--- config.mk ---
export PLATFORM = sky130hd
export DESIGN_NAME = edge_mask_unit
export DESIGN_NICKNAME = d
export VERILOG_FILES = /design/src/rtl/edge_mask_pkg.sv /design/src/rtl/edge_mask_ctrl.sv /design/src/rtl/edge_mask_dp.sv /design/src/rtl/edge_mask_unit.sv
export SDC_FILE = /design/constraint.sdc
export NUM_CORES = 1
export LEC_CHECK = 0
export ABC_AREA = 1
export BUFFER_PORTS_ARGS = -buffer_cell sky130_fd_sc_hd__clkbuf_2
export CORE_MARGIN = 2
export CORE_UTILIZATION = 35
export CTS_BUF_LIST = sky130_fd_sc_hd__clkbuf_4
export DETAILED_ROUTE_END_ITERATION = 10
export GPL_TIMING_DRIVEN = 0
export PLACE_DENSITY = 0.55
export SLEW_MARGIN = 20
export SYNTH_ARGS = -nofsm -noshare
export SYNTH_HDL_FRONTEND = slang
export SYNTH_SLANG_ARGS = --single-unit
--- constraint.sdc ---
create_clock -name clk -period 3.4 [get_ports clk]
set_input_delay 0.34 -clock clk [delete_from_list [all_inputs] [get_ports clk]]
set_output_delay 0.34 -clock clk [all_outputs]
set_load 0.03 [all_outputs]
--- src/rtl/edge_mask_pkg.sv ---
package edge_mask_pkg;
  localparam int GROUP_BYTES = 8;
  localparam int OFFS_W      = $clog2(GROUP_BYTES);
  localparam int NUM_WIDTHS  = 3;

  typedef enum logic [1:0] {
    ELEM_BYTE = 2'd0,
    ELEM_HALF = 2'd1,
    ELEM_WORD = 2'd2,
    ELEM_BAD  = 2'd3
  } elem_width_e;

  typedef struct packed {
    logic loadResult;
    logic loadFlags;
    logic setIllegal;
  } ctrl_strobe_t;
endpackage

--- src/rtl/edge_mask_ctrl.sv ---
module edge_mask_ctrl
  import edge_mask_pkg::*;
(
  input  logic         clk,
  input  logic         rstN,
  input  logic         inValid,
  input  logic [3:0]   funcCode,
  input  logic         outReady,
  output logic         inReady,
  output logic         outValid,
  output logic         illegalOp,
  output ctrl_strobe_t strobe
);
  logic accept;
  logic legalOp;

  assign inReady = !outValid || outReady;
  assign accept  = inValid && inReady;
  assign legalOp = elem_width_e'(funcCode[3:2]) != ELEM_BAD;

  always_comb begin
    strobe.loadResult = accept && legalOp;
    strobe.loadFlags  = accept && legalOp && !funcCode[0];
    strobe.setIllegal = accept && !legalOp;
  end

  always_ff @(posedge clk) begin
    if (!rstN) begin
      outValid  <= 1'b0;
      illegalOp <= 1'b0;
    end else begin
      illegalOp <= strobe.setIllegal;
      if (strobe.loadResult) outValid <= 1'b1;
      else if (outReady)     outValid <= 1'b0;
    end
  end

  p_valid_hold_r10: assert property (@(posedge clk) disable iff (!rstN)
    outValid && !outReady |=> outValid);

  p_illegal_src_r1: assert property (@(posedge clk) disable iff (!rstN)
    illegalOp |-> $past(inValid && inReady && funcCode[3:2] == 2'd3));

  p_illegal_noresult_r1: assert property (@(posedge clk) disable iff (!rstN)
    inValid && inReady && funcCode[3:2] == 2'd3 |=> !outValid);

  p_accept_r10: assert property (@(posedge clk) disable iff (!rstN)
    inValid && inReady && funcCode[3:2] != 2'd3 |=> outValid);
endmodule

--- src/rtl/edge_mask_dp.sv ---
module edge_mask_dp
  import edge_mask_pkg::*;
#(
  parameter int ADDR_W = 64
) (
  input  logic              clk,
  input  logic              rstN,
  input  ctrl_strobe_t      strobe,
  input  logic [3:0]        funcCode,
  input  logic              addrMode32,
  input  logic [ADDR_W-1:0] startAddr,
  input  logic [ADDR_W-1:0] endAddr,
  input  logic              outValid,
  input  logic              outReady,
  output logic [ADDR_W-1:0] maskOut,
  output logic              flagWrite,
  output logic [3:0]        ccFlags64,
  output logic [3:0]        ccFlags32
);
  localparam int MSB = ADDR_W - 1;

  logic [GROUP_BYTES-1:0] leftSel  [NUM_WIDTHS];
  logic [GROUP_BYTES-1:0] rightSel [NUM_WIDTHS];
  logic                   littleEnd;
  logic [ADDR_W-1:0]      cmpMask;
  logic                   sameGroup;
  logic [GROUP_BYTES-1:0] leftMask, rightMask, laneMask;
  logic [ADDR_W:0]        diffWide;
  logic [32:0]            diffNarrow;
  logic [3:0]             flagsWide, flagsNarrow;
  logic                   ccQ;

  assign littleEnd = funcCode[1];

  // One edge lookup per element width: lanes shrink as elements grow.
  for (genvar g = 0; g < NUM_WIDTHS; g++) begin : g_width
    localparam int LANES = GROUP_BYTES >> g;
    localparam int IDX_W = OFFS_W - g;
    logic [LANES-1:0] fullLanes;
    logic [IDX_W-1:0] idxStart, idxEnd;
    logic [LANES-1:0] leftBe, leftLe, rightBe, rightLe;

    assign fullLanes = '1;
    assign idxStart  = startAddr[OFFS_W-1:g];
    assign idxEnd    = endAddr[OFFS_W-1:g];
    assign leftBe    = fullLanes >> idxStart;
    assign leftLe    = fullLanes << idxStart;
    assign rightBe   = ~(fullLanes >> (32'(idxEnd) + 32'd1));
    assign rightLe   = fullLanes >> (32'(LANES - 1) - 32'(idxEnd));
    assign leftSel[g]  = GROUP_BYTES'(littleEnd ? leftLe  : leftBe);
    assign rightSel[g] = GROUP_BYTES'(littleEnd ? rightLe : rightBe);
  end

  always_comb begin
    case (elem_width_e'(funcCode[3:2]))
      ELEM_HALF: begin leftMask = leftSel[1]; rightMask = rightSel[1]; end
      ELEM_WORD: begin leftMask = leftSel[2]; rightMask = rightSel[2]; end
      default:   begin leftMask = leftSel[0]; rightMask = rightSel[0]; end
    endcase
  end

  always_comb begin
    cmpMask = {ADDR_W{1'b1}} << OFFS_W;
    if (addrMode32) cmpMask[MSB:32] = '0;
  end

  assign sameGroup = ((startAddr ^ endAddr) & cmpMask) == '0;
  assign laneMask  = sameGroup ? (leftMask & rightMask) : leftMask;

  // Flags of start - end, both operand views.
  assign diffWide   = {1'b0, startAddr} - {1'b0, endAddr};
  assign diffNarrow = {1'b0, startAddr[31:0]} - {1'b0, endAddr[31:0]};
  assign flagsWide  = {diffWide[MSB], diffWide[MSB:0] == '0,
                       (startAddr[MSB] ^ endAddr[MSB]) & (diffWide[MSB] ^ startAddr[MSB]),
                       diffWide[ADDR_W]};
  assign flagsNarrow = {diffNarrow[31], diffNarrow[31:0] == 32'd0,
                        (startAddr[31] ^ endAddr[31]) & (diffNarrow[31] ^ startAddr[31]),
                        diffNarrow[32]};

  always_ff @(posedge clk) begin
    if (!rstN) begin
      maskOut   <= '0;
      ccQ       <= 1'b0;
      ccFlags64 <= '0;
      ccFlags32 <= '0;
    end else begin
      if (strobe.loadResult) begin
        maskOut <= ADDR_W'(laneMask);
        ccQ     <= strobe.loadFlags;
      end
      if (strobe.loadFlags) begin
        ccFlags64 <= flagsWide;
        ccFlags32 <= flagsNarrow;
      end
    end
  end

  assign flagWrite = outValid && ccQ;

  p_mask_hold_r10: assert property (@(posedge clk) disable iff (!rstN)
    outValid && !outReady |=> $stable(maskOut));

  p_nocc_keep_r8: assert property (@(posedge clk) disable iff (!rstN)
    strobe.loadResult && !strobe.loadFlags |=> $stable(ccFlags64) && $stable(ccFlags32));

  p_zext_r9: assert property (@(posedge clk) disable iff (!rstN)
    outValid |-> maskOut[MSB:GROUP_BYTES] == '0);
endmodule

--- src/rtl/edge_mask_unit.sv ---
module edge_mask_unit
  import edge_mask_pkg::*;
#(
  parameter int ADDR_W = 64
) (
  input  logic              clk,
  input  logic              rstN,
  input  logic              inValid,
  output logic              inReady,
  input  logic [3:0]        funcCode,
  input  logic              addrMode32,
  input  logic [ADDR_W-1:0] startAddr,
  input  logic [ADDR_W-1:0] endAddr,
  output logic              outValid,
  input  logic              outReady,
  output logic [ADDR_W-1:0] maskOut,
  output logic              flagWrite,
  output logic [3:0]        ccFlags64,
  output logic [3:0]        ccFlags32,
  output logic              illegalOp
);
  ctrl_strobe_t strobe;

  edge_mask_ctrl ctrl_i (
    .clk(clk), .rstN(rstN), .inValid(inValid), .funcCode(funcCode),
    .outReady(outReady), .inReady(inReady), .outValid(outValid),
    .illegalOp(illegalOp), .strobe(strobe)
  );

  edge_mask_dp #(.ADDR_W(ADDR_W)) dp_i (
    .clk(clk), .rstN(rstN), .strobe(strobe), .funcCode(funcCode),
    .addrMode32(addrMode32), .startAddr(startAddr), .endAddr(endAddr),
    .outValid(outValid), .outReady(outReady), .maskOut(maskOut),
    .flagWrite(flagWrite), .ccFlags64(ccFlags64), .ccFlags32(ccFlags32)
  );
endmodule

==> out/results.tsv, run 1 <==
metric	value	unit
crit_chain	clkbuf_2, inv_1, ha_1, fa_1, inv_1, nand3_1, nand2_1, nand2_1, nand2_2, nand2_2, nand2_2, nand2_1, nand2_1, nand2_1, nor2_1, nand2_1, nor2_1, nand4_1, nor2_1, nand2_1, a21oi_2	
globalplace.congestion	0.904	
cts-root-buf	clkbuf_4	
clk_path_buf_depth	2	
portBuffers	154	
overflow	0	
drv_cap	0	
area_growth	17.2	%
drv_slew	0	
design.core.area	0.0220	mm^2
cts_made_buffers	3	
p_leak	6.12	nW
die_h	154	um
cts_tree	built	
finalClockSkew	5.24	ps
hold_end	ctrl_i.illegalOp	
avgViaCountPerCell	4.60	
rr_worst_depth	14	
fmaxAchievable	323	MHz
r2r_end	dp_i.ccFlags64[2]	
antenna_cells	0	
drive_gt1_frac	0.143	
setup_viol	0	
fin_area	0.00924	mm^2
drtPass1Iterations	8	
synth-seq-cells	19	
cp_slowest_stage_delay	430	ps
path_class	input port to flip-flop	
crit_path_end_kind	flip-flop	
cp-start-kind	input port	
synth_area	0.00788	mm^2
fillerInstances	2605	
syn_area_per_cell	4.87	um^2
synthFlopType	dfxtp_1	
cp_common_cell	nand2_1	
placed_area	0.00921	mm^2
cp_max_fo	4	
fp.dieArea	0.0237	mm^2
die_w	154	um
arrival	3350	ps
hold_start	inValid	
ys_seq_area_frac	0.0483	
cts_hold_buf	0	
rsz0062_at_grt	false	
ys_types	39	
cts_sinks	19	
start_util	0.359	
wl_per_cell	13.0	um
finalHoldViolCount	0	
hp-class	input port to flip-flop	
detail-route-antenna-nets	0	
fin_crit_sh	0.909	
synth_warnings	0	
min_delay_path_depth	3	
rrSetupSlack	780	ps
cp.required	3660	ps
cp_slowest_cell	fa_1	
vdd_ir_drop_max	91.3	uV
stdcell_count	2111	
vias	9701	
tns	0	ps
synth_edf_count	0	
drc_errors	1	
dp_hpwl	24.8	mm
cts_setup_buffers	0	
netlist_instances	1618	
fin_nets	2037	
clk_latency	320	ps
async_reset_ff_frac	0	
power.density	196	mW/mm^2
htreeDepth	1	
status	finished, violations left	
drt_iter0_drc	555	
violations	design-rule violations	
clk_pin_slew	120	ps
grt_max_degree	12	
dp.cells	2107	
antenna_found_initial	0	
routed_wl	27.4	mm
cts_resized	0	
grt_use_total	0.225	
grt_pass1_vias	8681	
ios	213	
rows	54	
grt_pass1_wl	43.2	mm
regToRegStartpoint	ctrl_i.outValid	
min_period	3090	ps
critical path: cells and delay by family:
family	cells	cell delay, ps
buf+inv	3	290
fa+ha+maj	2	680
simple gates	15	1920
compound gates	1	110
Yosys cell counts, types with 2 or more instances:
library cell / count / share of area
nand4_1: 22 / 0.017
nor4_1: 2 / 0.0016
nor2_2: 7 / 0.0056
dfxtp_1: 19 / 0.048
inv_2: 6 / 0.0029
buf_4: 56 / 0.053
o211ai_1: 2 / 0.0019
xor2_1: 5 / 0.0056
clkinv_1: 3 / 0.0014
nand2_2: 19 / 0.015
nor2_4: 5 / 0.0071
clkbuf_1: 3 / 0.0014
nor3_2: 6 / 0.0076
o22ai_1: 3 / 0.0024
nand3b_1: 14 / 0.013
nand3_1: 83 / 0.053
o21a_1: 2 / 0.0019
xnor2_1: 4 / 0.0044
a21oi_2: 2 / 0.0022
o21bai_1: 10 / 0.0095
o21ai_0: 38 / 0.024
nand2_1: 613 / 0.29
nor3_1: 10 / 0.0064
a21oi_1: 82 / 0.052
ha_1: 67 / 0.11
a21o_1: 2 / 0.0019
inv_1: 377 / 0.18
nor2_1: 145 / 0.069
metrics by stage:
stage | setup slack, ps | hold slack (ps) | util | power (W)
finish | 309 | 244 | 0.421 | 0.00181
global route | 96.5 | 271 | 0.421 | 0.00201
CTS | 438 | 256 | 0.421 | 0.00181
detailed placement | 109 | 460 | 0.419 | 0.00168
global placement | 117 | 455 | 0.419 | 0.00168
floorplan | 1020 | 446 | - | 0.00128
worst max path at each step:
| stage | from | cells past startpoint | slack, ps | to |
|---|---|---|---|---|
| 3_3_place_gp | startAddr[0] | 21 | 120 | dp_i.ccFlags64[2] |
| 3_5_place_dp | startAddr[0] | 21 | 110 | dp_i.ccFlags64[2] |
| 4_1_cts | startAddr[0] | 21 | 440 | dp_i.ccFlags64[2] |
| 2_1_floorplan | startAddr[0] | 22 | 1020 | dp_i.ccFlags64[2] |
| 6_report | startAddr[0] | 21 | 310 | dp_i.ccFlags64[2] |
| 5_1_grt | startAddr[0] | 21 | 100 | dp_i.ccFlags64[2] |
registers in the layout (all words and copies together) (netlist names):
name	cells
dp_i.ccFlags32	4
ctrl_i.illegalOp	1
dp_i.ccQ	1
dp_i.maskOut	8
dp_i.ccFlags64	4
ctrl_i.outValid	1
cell usage in the layout (no fill, tap or decap), types with 10 or more instances in the layout:
master / synthesis / layout
ha_1: 67 / 67
nor3_1: 10 / 10
nor2_1: 145 / 145
nand4_1: 22 / 22
clkbuf_2: 0 / 154
nand3b_1: 14 / 14
buf_4: 56 / 56
a21oi_1: 82 / 82
nand3_1: 83 / 83
nand2_1: 613 / 613
o21bai_1: 10 / 10
dfxtp_1: 19 / 19
o21ai_0: 38 / 38
conb_1: 1 / 56
inv_1: 377 / 377
nand2_2: 19 / 19
kinds of logic after synthesis:
logic type,count (synthesis),synth area share
simple gates,928,0.491
buf+inv,446,0.239
compound gates,147,0.102
fa+ha+maj,68,0.109
flops,19,0.0483
xor+xnor,9,0.0100
other cells,1,0.000476
layer usage:
layer  GRT usage  wire length (um)  vias to the layer above
li1            -                 -                     5207
met1       0.306             12800                     4207
met2       0.392             12600                      262
met3      0.0155              1480                       25
met4      0.0423               529                        0
met5           0                 0                        -
cell type report:
| type | instances | area (um^2) | share of cell area |
|---|---|---|---|
| multi-input cells | 1208 | 5820 | 0.630 |
| repair buffers | 154 | 771 | 0.0835 |
| clock buffers | 3 | 22.5 | 0.00244 |
| well taps | 280 | 350 | 0.0379 |
| inverters | 386 | 1450 | 0.157 |
| plain buffers | 60 | 437 | 0.0473 |
| flip-flops and latches | 19 | 380 | 0.0412 |
| clock inverters | 1 | 5.00 | 0.000542 |
report_power, final:
group	internal [W]	leakage [nW]	total (W)	switching, W
registers	0.000236	0.156	0.000243	0.00000726
logic	0.000486	5.95	0.00144	0.000956
clock network	0.0000442	0.0177	0.000127	0.0000833
No activity file was read; power rests on OpenSTA's default activity.
==> run 2: changes to the inputs <==
--- a/config.mk
+++ b/config.mk
@@ -6,13 +6,13 @@
 export NUM_CORES = 1
 export LEC_CHECK = 0
 export ABC_AREA = 1
-export BUFFER_PORTS_ARGS = -buffer_cell sky130_fd_sc_hd__clkbuf_2
 export CORE_MARGIN = 2
 export CORE_UTILIZATION = 35
 export CTS_BUF_LIST = sky130_fd_sc_hd__clkbuf_4
 export DETAILED_ROUTE_END_ITERATION = 10
+export DONT_BUFFER_PORTS = 1
 export GPL_TIMING_DRIVEN = 0
-export PLACE_DENSITY = 0.55
+export PLACE_DENSITY = 0.47
 export SLEW_MARGIN = 20
 export SYNTH_ARGS = -nofsm -noshare
 export SYNTH_HDL_FRONTEND = slang
==> run 2 against run 1 <==
Effect of this change:
- the run now ends clean
- worst setup slack gained 210 ps
- critical path type is now flip-flop to flip-flop
- clock-buffer cell count stayed put
- worst hold slack got worse by 96 ps
- highest routed layer unchanged
- critical endpoint unchanged
==> out/results.tsv, run 2 (synthesized netlist as in run 1, its figures left out) <==
metric	value	unit	change
cp-start-kind	flip-flop		
crit_path_end_kind	flip-flop		
stdcell_count	1957		-7.3%
arrival	3140	ps	-210 ps
rsz0062_at_grt	false		
startpoint	ctrl_i.outValid		
cts_tree	built		
dp.cells	1953		-7.3%
rr_worst_depth	14		unchanged
portBuffers	0		-100%
use_met3	0.0178		+0.00225
hp-class	input port to flip-flop		
finalHoldViolCount	0		unchanged
use_met2	0.378		-0.0145
area_growth	7.42	%	
cp_slowest_cell	dfxtp_1		
design.core.area	0.0220	mm^2	unchanged
vias	9123		-6.0%
cp_max_fo	10		+6
avgViaCountPerCell	4.66		+1.4%
cts-root-buf	clkbuf_4		
final_common_cell	nand2_1		
die_w	154	um	unchanged
drive_gt1_frac	0.0644		-0.0787
drtPass1Iterations	5		-3
power.density	203	mW/mm^2	+3.7%
p_leak	5.47	nW	-11%
globalplace.congestion	0.889		-1.7%
setup_viol	0		unchanged
clk_path_buf_depth	2		unchanged
overflow	0		unchanged
cts_sinks	19		unchanged
drt_iter0_drc	526		-5.2%
cts_made_buffers	3		unchanged
clk_latency	320	ps	about the same
ios	213		unchanged
worstSetupPathDepth	14		-33%
regToRegStartpoint	ctrl_i.outValid		
reg.largest.list	dp_i.maskOut (8), dp_i.ccFlags32 (4), dp_i.ccFlags64 (4)		
status	finished clean		
largest-register	dp_i.maskOut		
largest_register_ffs	8		unchanged
cts_hold_buf	0		unchanged
grt_pass1_vias	7976		-8.1%
grt_pass1_wl	41.2	mm	-4.6%
rrSetupSlack	520	ps	-260 ps
cts_setup_buffers	0		unchanged
routed_wl	27.1	mm	-1.2%
vdd_ir_drop_max	95.0	uV	+4.0%
drc_errors	0		-1
critPathTopFamily	simple AND/OR/NAND/NOR gates		
path_class	flip-flop to flip-flop		
grt_busiest_layer	met2		
wl_per_cell	13.9	um	+6.5%
die_h	154	um	unchanged
cts_resized	0		unchanged
cp.required	3660	ps	about the same
endpoint	dp_i.ccFlags64[2]		
antenna_cells	0		unchanged
antenna_found_initial	0		unchanged
detail-route-antenna-nets	0		unchanged
htreeDepth	1		unchanged
tns	0	ps	unchanged
grtUsageMet1	0.295		-0.0102
fmaxAchievable	347	MHz	+7.2%
cp_common_cell	nand2_1		
start_util	0.359		unchanged
fin_crit_sh	0.848		-0.0614
crit_chain	nand2_1, nand3_1, nor2_2, nand2_1, nand3b_1, nor2_1, nand2_1, nor2_1, nand2_1, nor2_1, nand4_1, nor2_1, nand2_1, a21oi_2		
min_period	2880	ps	-209 ps
drv_slew	0		unchanged
rows	54		unchanged
grt_max_degree	12		unchanged
crit_buf_inv	0		-3
grt_use_total	0.217		-0.00743
layout_common_cells	nand2_1, inv_1, nor2_1		
fp.dieArea	0.0237	mm^2	unchanged
finalClockSkew	7.93	ps	+2.69 ps
dp_hpwl	24.5	mm	-1.4%
clk_pin_slew	130	ps	about the same
cp_slowest_stage_delay	440	ps	about the same
r2r_end	dp_i.ccFlags64[2]		
drv_cap	0		unchanged
fin_nets	1883		-7.6%
run 2: metal layers:
layer	part of all wire	vias to the layer above	wire length, um
met2	0.46	259	12400
met3	0.057	21	1550
met4	0.018	0	488
met5	0	-	0
met1	0.47	3944	12700
li1	-	4899	-
run 2: how the worst min path moves through the flow:
stage                     startpoint          endpoint  slack [ps]  cells past startpoint
after floorplan             dp_i.ccQ          dp_i.ccQ         450                      2
after global placement      dp_i.ccQ          dp_i.ccQ         460                      2
after detailed placement    dp_i.ccQ          dp_i.ccQ         470                      2
after CTS                    inValid  ctrl_i.illegalOp         140                      2
after global routing         inValid  ctrl_i.illegalOp         170                      2
final                        inValid  ctrl_i.illegalOp         150                      2
run 2: area by class of cell:
| type | instances | area (um^2) |
|---|---|---|
| multi-input cells | 1208 | 5820 |
| clock inverters | 1 | 5.00 |
| plain buffers | 60 | 437 |
| clock buffers | 3 | 22.5 |
| well taps | 280 | 350 |
| fillers | 2642 | 13500 |
| flip-flops and latches | 19 | 380 |
| inverters | 386 | 1450 |
run 2: worst reg2reg max path, cell delays in order (launching register included):
cell	delay, ps
dfxtp_1	440
nand2_1	370
nand3_1	170
nor2_2	400
nand2_1	120
nand3b_1	190
nor2_1	100
nand2_1	60
nor2_1	90
nand2_1	50
nor2_1	160
nand4_1	280
nor2_1	170
nand2_1	100
a21oi_2	120
run 2: per-stage QoR:
stage | area, um^2 | setup WS, ps | util | power, W | hold WS [ps]
after detailed placement | 8440 | 256 | 0.384 | 0.00159 | 466
after CTS | 8460 | 430 | 0.385 | 0.00172 | 144
final | 8460 | 518 | 0.385 | 0.00172 | 148
after global placement | 8440 | 295 | 0.384 | 0.00159 | 462
after floorplan | 8090 | 1020 | - | 0.00128 | 446
after global routing | 8460 | 221 | 0.385 | 0.00190 | 175
run 2: power by group:
group,internal [W],switching (W)
Sequential,0.000236,0.0000334
Combinational,0.000426,0.000900
Clock,0.0000440,0.0000823
==> run 3: changes to the inputs <==
==> constraint.sdc (replaced) <==
create_clock -name clk -period 2.66 [get_ports clk]
set_input_delay 0.266 -clock clk [delete_from_list [all_inputs] [get_ports clk]]
set_output_delay 0.266 -clock clk [all_outputs]
set_load 0.03 [all_outputs]
==> run 3 against run 2 <==
Effect of this change:
- global-route usage about the same
- power is 29% higher
- via count up 0.21%
- register-to-register slack worse by 230 ps
- sequential cell count is the same
- die area stayed put
- first-iteration DRC count rose by 8.4%
==> out/results.tsv, run 3 (synthesized netlist as in run 1, its figures left out) <==
metric	value	unit	change
status	finished clean		
area_growth	8.94	%	
layout_common_cells	nand2_1, inv_1, nor2_1		
min_delay_path_depth	2		unchanged
pwr-share-clk	0.073		about the same
detail-route-antenna-nets	0		unchanged
cts_sinks	19		unchanged
vdd_ir_drop_max	124	uV	+31%
p_sw	0.00131	W	+29%
rr_worst_depth	14		unchanged
final_common_cell	nand2_1		
cts-root-buf	clkbuf_4		
layout_setup_ws	159	ps	-359 ps
largest-register	dp_i.maskOut		
design.core.area	0.0220	mm^2	unchanged
grt_pass1_vias	7988		+0.15%
setup_viol	0		unchanged
start_util	0.359		unchanged
rows	54		unchanged
clk_latency	310	ps	about the same
regToRegStartpoint	ctrl_i.outValid		
placed_area	0.00844	mm^2	unchanged
hold_end	ctrl_i.illegalOp		
htreeDepth	1		unchanged
drt_iter0_drc	570		+8.4%
clk_path_buf_depth	2		unchanged
arrival	2760	ps	-380 ps
wl_per_cell	13.8	um	-0.27%
power.density	259	mW/mm^2	+28%
drive_gt1_frac	0.0766		+0.0122
tns	0	ps	unchanged
vias	9142		+0.21%
cp_max_fo	4		-6
die_w	154	um	unchanged
portBuffers	0		unchanged
cp-start-kind	input port		
whs	74.3	ps	-74.0 ps
dp_hpwl	24.5	mm	unchanged
globalplace.congestion	0.889		unchanged
antenna_cells	0		unchanged
die_h	154	um	unchanged
crit_path_end_kind	flip-flop		
cts_made_buffers	3		unchanged
fin_crit_sh	0.940		
drv_cap	0		unchanged
fp.dieArea	0.0237	mm^2	unchanged
finalClockSkew	5.21	ps	-2.72 ps
avgViaCountPerCell	4.66		about the same
clk_pin_slew	130	ps	about the same
seqPwrFrac	0.155		about the same
fin_area	0.00858	mm^2	+1.4%
cts_hold_buf	0		unchanged
grt_pass1_wl	41.3	mm	+0.22%
fmaxAchievable	400	MHz	
grt_max_degree	12		unchanged
cp.required	2920	ps	-740 ps
largest_register_ffs	8		unchanged
grt_use_total	0.218		+0.000356
min_period	2500	ps	
dp_slack	-410	ps	-666 ps
rrSetupSlack	290	ps	-230 ps
ios	213		unchanged
p_int	0.000917	W	+30%
path_class	input port to flip-flop		
cts_tree	built		
fin_nets	1889		+0.32%
reg.largest.list	dp_i.maskOut (8), dp_i.ccFlags32 (4), dp_i.ccFlags64 (4)		
rsz0062_at_grt	false		
hold_start	inValid		
drv_slew	0		unchanged
p_leak	5.52	nW	+0.87%
overflow	0		unchanged
drtPass1Iterations	5		unchanged
finalHoldViolCount	0		unchanged
antenna_found_initial	0		unchanged
hp-class	input port to flip-flop		
power_frac_comb	0.772		+0.002
routed_wl	27.1	mm	about the same
r2r_end	dp_i.ccFlags64[2]		
drc_errors	0		unchanged
swShare	0.588		-0.00163
-- run 3: what timing repair did --
item | 4_1_cts | 5_1_grt
gates resized for setup | 7 | 13
pin swaps | 1 | 5
setup buffers | 1 | 5
endpoints found under the setup margin | 2 | 2
-- run 3: power groups by stage --
stage / clock (W) / combinational (W) / sequential (W)
after CTS: 0.000170 / 0.00169 / 0.000345
final: 0.000163 / 0.00172 / 0.000345
after global placement: 0 / 0.00168 / 0.000351
after detailed placement: 0 / 0.00168 / 0.000351
after global routing: 0.000176 / 0.00194 / 0.000347
after floorplan: 0 / 0.00129 / 0.000346
-- run 3: area by class of cell --
cell class	count	area [um^2]
Fill cell	2635	13400
Multi-Input combinational cell	1208	5890
Inverter	386	1450
Buffer	60	437
Sequential cell	19	382
Tap cell	280	350
Timing Repair Buffer	6	45.0
Clock buffer	3	22.5
Clock inverter	1	5.00
-- run 3: how the worst max path moves through the flow --
stage / startpoint / end / slack (ps) / cells past startpoint
3_3_place_gp: startAddr[0] / dp_i.ccFlags64[2] / -370 / 20
6_report: startAddr[0] / dp_i.ccFlags64[2] / 160 / 20
3_5_place_dp: startAddr[0] / dp_i.ccFlags64[2] / -410 / 20
2_1_floorplan: startAddr[0] / dp_i.ccFlags64[2] / 360 / 22
5_1_grt: startAddr[0] / dp_i.ccFlags64[2] / 8 / 20
4_1_cts: startAddr[0] / dp_i.ccFlags64[2] / 1 / 20
-- run 3: worst max-delay path: stages --
cell	delay (ps)
inv_1	40
ha_2	200
fa_2	390
inv_1	120
nand3_4	100
nor2_2	130
nand2_1	100
nand3_2	140
nand2_1	80
nand2_1	170
nand2_1	70
nand2_1	70
nand2_1	50
nor2_1	80
nand2_1	50
nor2_1	90
nand4_1	230
nor2_1	170
nand2_1	90
a21oi_2	110
-- run 3: metal layers --
layer	GRT usage	vias to the layer above	wire (um)
met5	0	-	0
met4	0.0401	0	427
met3	0.0178	21	1470
met2	0.378	251	12500
met1	0.296	3957	12700
li1	-	4913	-
-- run 3: through the flow --
stage,cells,util,total power [W]
floorplan,1673,-,0.00163
global placement,1953,0.384,0.00203
detailed placement,1953,0.384,0.00203
CTS,1958,0.387,0.00221
global route,1963,0.391,0.00246
finish,1963,0.391,0.00223
